## src/rtl/i2c_arb_pkg.sv

```systemverilog
package i2c_arb_pkg;

    typedef enum logic [2:0] {
        ST_IDLE,
        ST_START,
        ST_RSTART,
        ST_HOLD,
        ST_DATA,
        ST_ACK,
        ST_STOP
    } eng_state_t;

    localparam int unsigned PEND_START  = 0;
    localparam int unsigned PEND_RSTART = 1;
    localparam int unsigned PEND_STOP   = 2;
    localparam int unsigned PEND_ACK    = 3;
    localparam int unsigned PEND_W      = 4;

endpackage

```

## src/rtl/i2c_line_sync.sv

```systemverilog
module i2c_line_sync #(
    parameter int unsigned W      = 2,
    parameter int unsigned STAGES = 2
) (
    input  logic         clk,
    input  logic         rst_n,
    input  logic [W-1:0] d,
    output logic [W-1:0] q
);
    logic [W-1:0] stg_q [STAGES];

    always_ff @(posedge clk or negedge rst_n) begin
        if (!rst_n) stg_q[0] <= '1;
        else        stg_q[0] <= d;
    end

    for (genvar i = 1; i < STAGES; i++) begin : g_stage
        always_ff @(posedge clk or negedge rst_n) begin
            if (!rst_n) stg_q[i] <= '1;
            else        stg_q[i] <= stg_q[i-1];
        end
    end

    assign q = stg_q[STAGES-1];
endmodule

```

## src/rtl/i2c_bus_monitor.sv

```systemverilog
module i2c_bus_monitor (
    input  logic clk,
    input  logic rst_n,
    input  logic enable,
    input  logic scl_s,
    input  logic sda_s,
    input  logic flag_clr,
    output logic start_seen,
    output logic stop_seen,
    output logic bus_free,
    output logic stop_irq
);
    logic scl_prev_q, sda_prev_q;
    logic start_det, stop_det;

    always_ff @(posedge clk or negedge rst_n) begin
        if (!rst_n) begin
            scl_prev_q <= 1'b1;
            sda_prev_q <= 1'b1;
        end else begin
            scl_prev_q <= scl_s;
            sda_prev_q <= sda_s;
        end
    end

    assign start_det = scl_s && scl_prev_q && sda_prev_q && !sda_s;
    assign stop_det  = scl_s && scl_prev_q && !sda_prev_q && sda_s;

    always_ff @(posedge clk or negedge rst_n) begin
        if (!rst_n) begin
            start_seen <= 1'b0;
            stop_seen  <= 1'b0;
            stop_irq   <= 1'b0;
        end else if (!enable) begin
            start_seen <= 1'b0;
            stop_seen  <= 1'b0;
            stop_irq   <= 1'b0;
        end else begin
            if (start_det) begin
                start_seen <= 1'b1;
                stop_seen  <= 1'b0;
            end else if (stop_det) begin
                start_seen <= 1'b0;
                stop_seen  <= 1'b1;
            end
            if (stop_det)      stop_irq <= 1'b1;
            else if (flag_clr) stop_irq <= 1'b0;
        end
    end

    assign bus_free = stop_seen || !start_seen;
endmodule

```

## src/rtl/i2c_qtr_timer.sv

```systemverilog
module i2c_qtr_timer #(
    parameter int unsigned QTR = 5
) (
    input  logic clk,
    input  logic rst_n,
    input  logic run,
    output logic tick
);
    localparam int unsigned CW = (QTR > 1) ? $clog2(QTR) : 1;
    localparam logic [CW-1:0] LAST = CW'(QTR - 1);

    logic [CW-1:0] cnt_q;

    always_ff @(posedge clk or negedge rst_n) begin
        if (!rst_n)             cnt_q <= '0;
        else if (!run)          cnt_q <= '0;
        else if (cnt_q == LAST) cnt_q <= '0;
        else                    cnt_q <= cnt_q + 1'b1;
    end

    assign tick = run && (cnt_q == LAST);
endmodule

```

## src/rtl/i2c_arb_master.sv

```systemverilog
module i2c_arb_master
    import i2c_arb_pkg::*;
#(
    parameter int unsigned QTR         = 5,
    parameter int unsigned SYNC_STAGES = 2,
    parameter int unsigned DATA_W      = 8
) (
    input  logic              clk,
    input  logic              rst_n,
    input  logic              enable,
    input  logic              cmd_start,
    input  logic              cmd_rstart,
    input  logic              cmd_stop,
    input  logic              cmd_ack,
    input  logic              ack_value,
    input  logic              tx_write,
    input  logic [DATA_W-1:0] tx_data,
    input  logic              flag_clr,
    input  logic              scl_in,
    input  logic              sda_in,
    output logic              scl_oe,
    output logic              sda_oe,
    output logic [PEND_W-1:0] pend,
    output logic              buf_full,
    output logic              ack_rcvd,
    output logic              coll_flag,
    output logic              cmd_reject,
    output logic              stop_irq,
    output logic              start_seen,
    output logic              stop_seen,
    output logic              bus_free
);
    localparam int unsigned BCW = $clog2(DATA_W + 1);
    localparam logic [BCW-1:0] ACK_SLOT = BCW'(DATA_W);

    // synchronized line levels
    logic [1:0] ln_raw, ln_s;
    logic       scl_s, sda_s;
    assign ln_raw = {scl_in, sda_in};

    i2c_line_sync #(.W(2), .STAGES(SYNC_STAGES)) u_sync (
        .clk (clk), .rst_n (rst_n), .d (ln_raw), .q (ln_s)
    );
    assign scl_s = ln_s[1];
    assign sda_s = ln_s[0];

    i2c_bus_monitor u_mon (
        .clk        (clk),
        .rst_n      (rst_n),
        .enable     (enable),
        .scl_s      (scl_s),
        .sda_s      (sda_s),
        .flag_clr   (flag_clr),
        .start_seen (start_seen),
        .stop_seen  (stop_seen),
        .bus_free   (bus_free),
        .stop_irq   (stop_irq)
    );

    eng_state_t        state_q, state_d;
    logic [1:0]        qtr_q;
    logic [BCW-1:0]    bit_q;
    logic [DATA_W-1:0] txbuf_q, shreg_q;
    logic [PEND_W-1:0] pend_q, pend_d;
    logic buf_full_q, ack_bit_q, sda_hold_q, coll_q, rej_q, ack_rcvd_q;
    logic waiting, tick, qtr_last, ack_slot, chk_en, coll_evt, rej_set;
    logic start_done, rstart_done, stop_done, ack_done, byte_done;
    logic scl_oe_c, sda_oe_c;

    assign waiting  = (state_q == ST_IDLE) || (state_q == ST_HOLD);
    assign qtr_last = tick && (qtr_q == 2'd3);
    assign ack_slot = (bit_q == ACK_SLOT);

    i2c_qtr_timer #(.QTR(QTR)) u_tmr (
        .clk (clk), .rst_n (rst_n), .run (!waiting), .tick (tick)
    );

    // next-state logic and arbitration sample points
    always_comb begin
        state_d = state_q;
        chk_en  = 1'b0;
        unique case (state_q)
            ST_IDLE: begin
                if (pend_q[PEND_START] && bus_free) state_d = ST_START;
            end
            ST_HOLD: begin
                if (buf_full_q)                state_d = ST_DATA;
                else if (pend_q[PEND_RSTART])  state_d = ST_RSTART;
                else if (pend_q[PEND_STOP])    state_d = ST_STOP;
                else if (pend_q[PEND_ACK])     state_d = ST_ACK;
            end
            ST_START: begin
                chk_en = tick && (qtr_q == 2'd1);
                if (qtr_last) state_d = ST_HOLD;
            end
            ST_RSTART: begin
                chk_en = tick && (qtr_q == 2'd2);
                if (qtr_last) state_d = ST_HOLD;
            end
            ST_DATA: begin
                chk_en = tick && (qtr_q == 2'd2) && !ack_slot && shreg_q[DATA_W-1];
                if (qtr_last && ack_slot) state_d = ST_HOLD;
            end
            ST_ACK: begin
                chk_en = tick && (qtr_q == 2'd2) && ack_bit_q;
                if (qtr_last) state_d = ST_HOLD;
            end
            ST_STOP: begin
                chk_en = tick && (qtr_q == 2'd3);
                if (qtr_last) state_d = ST_IDLE;
            end
            default: state_d = ST_IDLE;
        endcase
        coll_evt = chk_en && scl_s && !sda_s;
        if (coll_evt || !enable) state_d = ST_IDLE;
    end

    // state register
    always_ff @(posedge clk or negedge rst_n) begin
        if (!rst_n) state_q <= ST_IDLE;
        else        state_q <= state_d;
    end

    assign start_done  = (state_q == ST_START)  && qtr_last && !coll_evt;
    assign rstart_done = (state_q == ST_RSTART) && qtr_last && !coll_evt;
    assign stop_done   = (state_q == ST_STOP)   && qtr_last && !coll_evt;
    assign ack_done    = (state_q == ST_ACK)    && qtr_last && !coll_evt;
    assign byte_done   = (state_q == ST_DATA)   && qtr_last && ack_slot;

    // pending command bits
    always_comb begin
        pend_d  = pend_q;
        rej_set = 1'b0;
        if (start_done)  pend_d[PEND_START]  = 1'b0;
        if (rstart_done) pend_d[PEND_RSTART] = 1'b0;
        if (stop_done)   pend_d[PEND_STOP]   = 1'b0;
        if (ack_done)    pend_d[PEND_ACK]    = 1'b0;
        if (state_q == ST_IDLE) begin
            pend_d[PEND_RSTART] = 1'b0;
            pend_d[PEND_STOP]   = 1'b0;
            pend_d[PEND_ACK]    = 1'b0;
            if (pend_q[PEND_START] && !bus_free) begin
                pend_d[PEND_START] = 1'b0;
                rej_set            = 1'b1;
            end
        end
        if ((state_q == ST_HOLD) && pend_q[PEND_START]) begin
            pend_d[PEND_START] = 1'b0;
            rej_set            = 1'b1;
        end
        pend_d = pend_d | {cmd_ack, cmd_stop, cmd_rstart, cmd_start};
        if (tx_write && buf_full_q) rej_set = 1'b1;
        if (coll_evt || !enable) pend_d = '0;
    end

    // datapath and flags
    always_ff @(posedge clk or negedge rst_n) begin
        if (!rst_n) begin
            qtr_q      <= '0;
            bit_q      <= '0;
            txbuf_q    <= '0;
            shreg_q    <= '0;
            pend_q     <= '0;
            buf_full_q <= 1'b0;
            ack_bit_q  <= 1'b0;
            sda_hold_q <= 1'b0;
            coll_q     <= 1'b0;
            rej_q      <= 1'b0;
            ack_rcvd_q <= 1'b0;
        end else begin
            pend_q <= pend_d;
            if (waiting)   qtr_q <= '0;
            else if (tick) qtr_q <= qtr_q + 2'd1;

            if (state_q == ST_HOLD) begin
                bit_q <= '0;
                if (state_d == ST_DATA) shreg_q <= txbuf_q;
            end else if ((state_q == ST_DATA) && qtr_last) begin
                bit_q   <= bit_q + 1'b1;
                shreg_q <= {shreg_q[DATA_W-2:0], 1'b0};
            end

            if ((state_q == ST_DATA) && ack_slot && tick && (qtr_q == 2'd2))
                ack_rcvd_q <= sda_s;

            if (state_q != ST_HOLD) sda_hold_q <= sda_oe_c;

            if (cmd_ack) ack_bit_q <= ack_value;

            if (!enable || coll_evt || byte_done) begin
                buf_full_q <= 1'b0;
            end else if (tx_write && !buf_full_q) begin
                buf_full_q <= 1'b1;
                txbuf_q    <= tx_data;
            end

            if (!enable)       coll_q <= 1'b0;
            else if (coll_evt) coll_q <= 1'b1;
            else if (flag_clr) coll_q <= 1'b0;

            if (!enable)       rej_q <= 1'b0;
            else if (rej_set)  rej_q <= 1'b1;
            else if (flag_clr) rej_q <= 1'b0;
        end
    end

    // line drive per state and quarter (1 = pull low)
    always_comb begin
        scl_oe_c = 1'b0;
        sda_oe_c = 1'b0;
        unique case (state_q)
            ST_IDLE: begin
                scl_oe_c = 1'b0;
                sda_oe_c = 1'b0;
            end
            ST_HOLD: begin
                scl_oe_c = 1'b1;
                sda_oe_c = sda_hold_q;
            end
            ST_START: begin
                scl_oe_c = 1'b0;
                sda_oe_c = qtr_q[1];
            end
            ST_RSTART: begin
                scl_oe_c = (qtr_q == 2'd0);
                sda_oe_c = (qtr_q == 2'd3);
            end
            ST_DATA: begin
                scl_oe_c = !qtr_q[1];
                sda_oe_c = ack_slot ? 1'b0 : !shreg_q[DATA_W-1];
            end
            ST_ACK: begin
                scl_oe_c = !qtr_q[1];
                sda_oe_c = !ack_bit_q;
            end
            ST_STOP: begin
                scl_oe_c = (qtr_q == 2'd0);
                sda_oe_c = (qtr_q != 2'd3);
            end
            default: begin
                scl_oe_c = 1'b0;
                sda_oe_c = 1'b0;
            end
        endcase
    end

    assign scl_oe     = scl_oe_c;
    assign sda_oe     = sda_oe_c;
    assign pend       = pend_q;
    assign buf_full   = buf_full_q;
    assign ack_rcvd   = ack_rcvd_q;
    assign coll_flag  = coll_q;
    assign cmd_reject = rej_q;
endmodule

```

## config.mk

```make
export PLATFORM = sky130hd
export DESIGN_NAME = i2c_arb_master
export DESIGN_NICKNAME = d
export VERILOG_FILES = /design/src/rtl/i2c_arb_pkg.sv /design/src/rtl/i2c_line_sync.sv /design/src/rtl/i2c_bus_monitor.sv /design/src/rtl/i2c_qtr_timer.sv /design/src/rtl/i2c_arb_master.sv
export SDC_FILE = /design/constraint.sdc
export NUM_CORES = 1
export LEC_CHECK = 0
export ABC_AREA = 1
export BUFFER_PORTS_ARGS = -buffer_cell sky130_fd_sc_hd__buf_2
export CORE_ASPECT_RATIO = 0.75
export CORE_MARGIN = 4
export CORE_UTILIZATION = 45
export CTS_CLUSTER_DIAMETER = 40
export DETAILED_ROUTE_END_ITERATION = 12
export GPL_ROUTABILITY_DRIVEN = 1
export GPL_TIMING_DRIVEN = 0
export HOLD_SLACK_MARGIN = 0.05
export SYNTH_ARGS = -nofsm -noshare
export SYNTH_HDL_FRONTEND = slang
export SYNTH_SLANG_ARGS = --single-unit
export TNS_END_PERCENT = 5
```

## constraint.sdc

```tcl
create_clock -name clk -period 5.05 [get_ports clk]
set_clock_uncertainty 0.15 [all_clocks]
set_input_delay 0.7575 -clock clk [delete_from_list [all_inputs] [get_ports clk]]
set_output_delay 0.7575 -clock clk [all_outputs]
set_load 0.02 [all_outputs]
```

==> results.sh, run 1 <==
export IMPL_status="complete, no violations"
export IMPL_synth_edff_count=0
export IMPL_ff2ff_setup_slack_ns=2.79
export IMPL_synth_area_leader_cell="dfrtp_1"
export IMPL_htreeDepth=2
export IMPL_avgSynthCellArea_sq_um=8.87
export IMPL_drtPass1Iterations=4
export IMPL_worstRegToRegCells=11
export IMPL_synth_cell_type_count=36
export IMPL_drt_initial_drc_count=149
export IMPL_hold_path_class="reg2reg"
export IMPL_wire_per_inst_microns=13.6
export IMPL_dp_hpwl_microns=4120
export IMPL_yosysMostFrequentCell="nand2_1"
export IMPL_ir_drop_mv=0.166
export IMPL_die_area_sq_um=7040
export IMPL_wl_met3_microns=350
export IMPL_end_kind="output port"
export IMPL_clock_sinks=47
export IMPL_instances_no_fill=408
export IMPL_required_ns=4.14
export IMPL_grt_pass1_vias=1987
export IMPL_setup_violations=0
export IMPL_cts_resized=0
export IMPL_synth_seq_area_share_pct=45.7
export IMPL_ios=34
export IMPL_coreArea_sq_um=5470
export IMPL_synth_cells=292
export IMPL_clk_pin_slew_ns=0.09
export IMPL_fp_dieW_microns=95.6
export IMPL_grt_pass1_wl_microns=9710
export IMPL_grt_antenna_before_repair=0
export IMPL_syn_nets=320
export IMPL_vias=2019
export IMPL_drtAntennaViolNets=0
export IMPL_routed_wl_microns=5540
export IMPL_die_h_microns=73.7
export IMPL_slowest_delay_ns=0.52
export IMPL_nets=360
export IMPL_ys_top_cells_by_area="dfrtp_1 (40%), nand2_1 (9.7%), inv_1 (6.2%)"
export IMPL_fin_hold_ws_ns=0.211
export IMPL_dp_cells=400
export IMPL_gp_routability_congestion=0.870
export IMPL_cp_depth=5
export IMPL_drc=0
export IMPL_crit_type="reg2out"
export IMPL_fin_setup_tns_ns=0
export IMPL_start_kind="register"
export IMPL_rsz0062_at_grt="no"
export IMPL_grt_overflow=0
export IMPL_yosysWarningCount=0
export IMPL_timing_critical_path_fanout_max=6
export IMPL_post_route_util_pct=53.6
export IMPL_placed_cell_area_sq_um=2850
export IMPL_route_met2_wl_microns=2260
export IMPL_slew_violations=0
export IMPL_grt_max_degree=48
export IMPL_synth_top_area_share_pct=39.6
export IMPL_p_per_area_nw_per_um2=247
export IMPL_row_count=23
export IMPL_min_path_cells=0
export IMPL_clock_root_buffer="clkbuf_8"
export IMPL_post_route_min_period_ns=2.85
export IMPL_hold_buffers=0
export IMPL_n_antenna_cell=0
export IMPL_critPathTopFamily="flip-flops"
export IMPL_finalCritPeriodShare_pct=56.4
export IMPL_top_layer="met4"
export IMPL_cts_tree="done"
export IMPL_viasPerCell=4.95
export IMPL_post_cts_buffers=0
export IMPL_design_area_sq_um=2930
export IMPL_tightest_slew_ns=1.05
export IMPL_wl_met1_microns=2870
export IMPL_cp_cell_sequence="inv_4 > nor3_1 > a22oi_1 > o2111ai_1 > buf_2"
export IMPL_ys_async_sr_fraction_pct=100
export IMPL_clock_fmax_mhz=351
export IMPL_cts_max_path_buffers=2
export IMPL_synth_flop_cell="dfrtp_1"
export IMPL_final_hold_viol_count=0
export IMPL_synthesis_area_sq_um=2590
export IMPL_max_slew_margin_pct=30.0
export IMPL_final_layout_size_suffix_gt1_share_pct=27.3
export IMPL_placement_io_buffers=33
export IMPL_slowest_stage="dfrtp_1"
export IMPL_synthTopCellsByCount="nand2_1 (67), inv_1 (43), dfrtp_1 (41), nand3_1 (22), nor2_1 (18)"
export IMPL_track_usage_pct=18.0
export IMPL_initial_core_util_pct=47.3
export IMPL_ys_ff_latch=47
export IMPL_cts_made_buffers=5
export IMPL_area_delta_synth_final_pct=13.3
export IMPL_cp_num_buf_inv=2
export IMPL_maxCapViolCount=0
export IMPL_p_leak_uw=0.00157
export IMPL_clock_latency_ns=0.30
export IMPL_cp_data_arrival_time_ns=1.94
[worst paths after layout]
kind | start | endpoint
max | state_q[2] | sda_oe
min | u_sync.stg_q[3] | u_sync.q[1]
max reg2reg | state_q[2] | txbuf_q[6]
min reg2reg | u_sync.stg_q[3] | u_sync.q[1]
max in group asynchronous | rst_n | ack_bit_q
min in group asynchronous | rst_n | u_tmr.cnt_q[2]
[logic make-up (layout without fill, tap and decap cells)]
kind of cell	count (synthesis)	in the layout	synth area share (%)
buffers and inverters	52	93	9.23
adder cells (fa/ha/maj)	8	8	3.87
AO/OA/AOI/OAI	41	41	10.6
flip-flops	47	47	45.7
XOR/XNOR	1	1	0.338
AND/OR/NAND/NOR	143	143	30.3
[registers in the layout, indices dropped and copies added, names as in the netlist]
register	count
shreg_q	8
txbuf_q	8
bit_q	4
pend	4
state_q	3
u_tmr.cnt_q	3
qtr_q	2
u_sync.q	2
u_sync.stg_q	2
ack_bit_q	1
ack_rcvd	1
buf_full	1
cmd_reject	1
coll_flag	1
sda_hold_q	1
u_mon.scl_prev_q	1
u_mon.sda_prev_q	1
u_mon.start_seen	1
u_mon.stop_irq	1
u_mon.stop_seen	1
[where the power goes]
part	leakage (uW)	total (uW)	internal (uW)	switching (uW)
Combinational	0.000913	85.1	30.6	54.5
Sequential	0.000613	413	398	14.9
Clock	0.0000412	227	97.1	130
[metrics by stage]
step	power, uW	setup slack [ns]
after global routing	769	2.07
after global placement	505	2.53
after CTS	737	2.22
after detailed placement	506	2.58
after floorplan	471	2.80
final	725	2.20
[cells in the final DEF, fill, tap and decap left out, types with 2 or more instances in the layout]
cell type	Yosys	layout
a21oi_1	9	9
nand3_1	22	22
inv_1	43	43
nor2_4	2	2
a31oi_1	3	3
o21ai_2	8	8
a22oi_1	2	2
buf_2	1	34
nand2_1	67	67
nand3_2	3	3
dfrtp_1	41	41
o21ai_0	12	12
inv_2	2	2
o2111ai_1	2	2
nand4_4	3	3
nor2_1	18	18
nand4_1	6	6
nand2_2	10	10
nor2_2	2	2
buf_6	4	4
nor3_1	3	3
clkbuf_8	1	6
dfstp_2	6	6
nand3_4	2	2
nand2_4	2	2
ha_1	8	8
[cell type report]
class	count	area (sq um)
Buffer	6	63.8
Clock buffer	6	72.6
Clock inverter	2	12.5
Fill cell	515	2530
Inverter	46	175
Multi-Input combinational cell	193	1170
Sequential cell	47	1180
Tap cell	75	93.8
Timing Repair Buffer	33	165
[layer usage]
| metal | up-vias | track usage, % |
|---|---|---|
| met4 | 0 | 5.21 |
| met3 | 5 | 4.09 |
| li1 | 1027 | - |
| met5 | - | 0 |
| met2 | 50 | 24.3 |
| met1 | 937 | 28.1 |
(Power assumes the default switching activity.)
==> run 2: changes to the inputs <==
Settings changed: ABC_AREA 1 to 0, PLACE_DENSITY set to 0.65.
Clock period 5.05 ns to 2.7 ns, I/O delays scaled along.
==> run 2 against run 1 <==
Against the previous run:
- hold slack got worse by 0.068 ns
- design area shrank 1.7%
- register-to-register slack worse by 2.7 ns
- setup slack lost 2.1 ns
- wire length shrank 2.9%
- critical endpoint is now txbuf_q[4]
- global-route usage decreased by 0.58 points
- non-clock buffer count grew 12
==> results.sh, run 2 <==
export IMPL_status="complete, no violations"
export IMPL_yosysWarningCount=0
export IMPL_grt_antenna_before_repair=0
export IMPL_synth_flop_cell="dfrtp_1"
export IMPL_track_usage_pct=17.4
export IMPL_ir_drop_mv=0.313
export IMPL_synth_edff_count=0
export IMPL_pwr_share_seq_pct=55.5
export IMPL_synthAdderAreaFrac_pct=4.15
export IMPL_slew_violations=0
export IMPL_die_h_microns=71.4
export IMPL_dp_hpwl_microns=3780
export IMPL_reg_largest_list="shreg_q (8), txbuf_q (8)"
export IMPL_wire_per_inst_microns=15.3
export IMPL_final_cell_mix="dfrtp_1 (41), buf_2 (36), nor2_1 (26), mux2_2 (15)"
export IMPL_p_sw_share_pct=27.2
export IMPL_cts_tree="done"
export IMPL_yosys_area_share_simple_pct=15.7
export IMPL_cp_data_arrival_time_ns=2.68
export IMPL_clock_sinks=47
export IMPL_area_delta_synth_final_pct=19.5
export IMPL_ios=34
export IMPL_clock_latency_ns=0.30
export IMPL_post_route_util_pct=57.2
export IMPL_fin_setup_tns_ns=0
export IMPL_synthMuxAreaShare_pct=13.2
export IMPL_synth_area_leader_cell="dfrtp_1"
export IMPL_syn_nets=258
export IMPL_placement_io_buffers=33
export IMPL_clock_root_buffer="clkbuf_8"
export IMPL_coreArea_sq_um=5040
export IMPL_nets=306
export IMPL_slowest_stage="or4b_4"
export IMPL_hold_path_class="in2async"
export IMPL_ys_async_sr_fraction_pct=100
export IMPL_cp_cell_sequence="clkbuf_4 > nor2b_2 > a32oi_1 > a211oi_1 > o21ai_2 > nand2_1 > or4b_4 > buf_6 > mux2_4"
export IMPL_p_int_uw=1020
export IMPL_synth_cells=230
export IMPL_start_kind="register"
export IMPL_synthTopCellsByCount="dfrtp_1 (41), nor2_1 (27), mux2_2 (15), nand2_1 (14), a21oi_1 (13)"
export IMPL_synth_cell_type_count=51
export IMPL_slowest_delay_ns=0.48
export IMPL_grt_pass1_wl_microns=9050
export IMPL_initial_core_util_pct=47.9
export IMPL_synth_top_family_by_area="simple AND/OR/NAND/NOR gates"
export IMPL_die_area_sq_um=6610
export IMPL_grt_max_degree=48
export IMPL_rsz0062_at_grt="yes"
export IMPL_clk_pin_slew_ns=0.10
export IMPL_final_common_cell="dfrtp_1"
export IMPL_timing_critical_path_fanout_max=8
export IMPL_crit_type="reg2reg"
export IMPL_row_count=22
export IMPL_gp_routability_congestion=0.877
export IMPL_drt_initial_drc_count=86
export IMPL_combPwrFrac_pct=12.1
export IMPL_drtPass1Iterations=4
export IMPL_p_leak_uw=0.00138
export IMPL_synthesis_area_sq_um=2410
export IMPL_post_route_min_period_ns=2.64
export IMPL_clkPwrFrac_pct=32.5
export IMPL_htreeDepth=2
export IMPL_grt_pass1_vias=1844
export IMPL_worstRegToRegCells=9
export IMPL_tightest_slew_ns=1.06
export IMPL_ys_ff_latch=47
export IMPL_clock_fmax_mhz=379
export IMPL_viasPerCell=5.28
export IMPL_final_hold_viol_count=0
export IMPL_drc=0
export IMPL_n_antenna_cell=0
export IMPL_yosysMostFrequentCell="dfrtp_1"
export IMPL_fp_dieW_microns=92.5
export IMPL_finalCritPeriodShare_pct=97.7
export IMPL_required_ns=2.75
export IMPL_final_layout_size_suffix_gt1_share_pct=33.3
export IMPL_synthXorXnorAreaFrac_pct=1.45
export IMPL_grt_overflow=0
export IMPL_cts_max_path_buffers=2
export IMPL_fill_cells=452
export IMPL_place_ws_ns=-0.101
export IMPL_ys_top_cells_by_area="dfrtp_1 (43%), mux2_2 (7.0%), dfstp_2 (6.5%)"
export IMPL_layout_setup_ws_ns=0.0629
export IMPL_vias=1855
export IMPL_routed_wl_microns=5380
export IMPL_maxCapViolCount=0
export IMPL_end_kind="register"
export IMPL_max_slew_margin_pct=29.1
export IMPL_synth_top_area_share_pct=42.5
export IMPL_p_per_area_nw_per_um2=487
export IMPL_cts_made_buffers=5
export IMPL_synth_compound_area_share_pct=12.4
export IMPL_power_switching_uw=382
export IMPL_setup_violations=0
export IMPL_avgSynthCellArea_sq_um=10.5
export IMPL_synth_seq_area_share_pct=49.1
export IMPL_drtAntennaViolNets=0
run 2: cell types whose count changed in the layout (fill, tap and decap cells not counted), moves of 5 or more:
cell | previous run | this run
nand2_2 | 10 | 1
nor2_1 | 18 | 26
mux2_4 | 0 | 8
inv_1 | 43 | 12
mux2_2 | 0 | 15
nand2_1 | 67 | 13
nand3_1 | 22 | 4
o21ai_2 | 8 | 1
nand4_1 | 6 | 1
buf_4 | 0 | 7
run 2: worst paths after layout:
kind                                to             from  slack [ns]
min reg2reg                u_sync.q[0]  u_sync.stg_q[2]        0.21
max                         txbuf_q[4]       state_q[2]        0.06
min in group clk             ack_bit_q          cmd_ack        0.14
min                           bit_q[3]            rst_n        0.14
max reg2reg                 txbuf_q[4]       state_q[2]        0.06
max in group asynchronous     buf_full            rst_n        1.62
run 2: metal layers:
metal | track usage [%] | vias up | part of all wire (%)
li1 | - | 898 | -
met4 | 3.62 | 0 | 0.71
met1 | 26.5 | 889 | 51
met2 | 24.7 | 62 | 41
met5 | 0 | - | 0
met3 | 4.72 | 6 | 6.9
run 2: worst max-delay path: cells and delay by family, from the launching register on:
kind | cells | cell delay (ns)
buffers and inverters | 2 | 0.35
AOI/OAI and AO/OA | 3 | 0.57
muxes | 1 | 0.30
and+or+nand+nor | 3 | 0.77
DFF | 1 | 0.37
run 2: area by class of cell:
type	instances	area [sq um]	share of cell area, %
Inverter	12	45.0	1.56
Clock inverter	3	27.5	0.955
Sequential cell	47	1180	41.1
Tap cell	72	90.1	3.13
Buffer	9	52.6	1.82
Multi-Input combinational cell	161	1180	40.8
Timing Repair Buffer	42	238	8.25
Clock buffer	5	68.8	2.39
run 2: timing repair:
action                     CTS  global route
hold buffers                 2             0
setup endpoints to repair   15            15
resized for setup            4             9
hold endpoints to repair     2             0
buffers inserted             2             5
pin swaps                    1             5
run 2: kinds of logic after synthesis:
| group | after synthesis |
|---|---|
| flip-flops | 47 |
| AND/OR/NAND/NOR | 77 |
| multiplexers | 26 |
| adder cells (fa/ha/maj) | 8 |
| AO/OA/AOI/OAI | 46 |
| XOR/XNOR | 4 |
| buffers and inverters | 22 |
run 2: power groups by stage:
stage | clock network, uW | logic (uW) | registers (uW)
after global routing | 499 | 188 | 785
final | 456 | 169 | 778
after CTS | 467 | 167 | 778
after floorplan | 0 | 95.6 | 791
after detailed placement | 0 | 161 | 790
after global placement | 0 | 157 | 790
run 2: through the flow:
stage	total power [uW]	hold slack, ns	instance area (sq um)	instances
after floorplan	887	-0.0406	2410	230
after global placement	946	0.196	2670	335
after detailed placement	952	0.197	2670	335
after CTS	1410	0.138	2820	346
after global routing	1470	0.165	2880	351
final	1400	0.144	2880	351
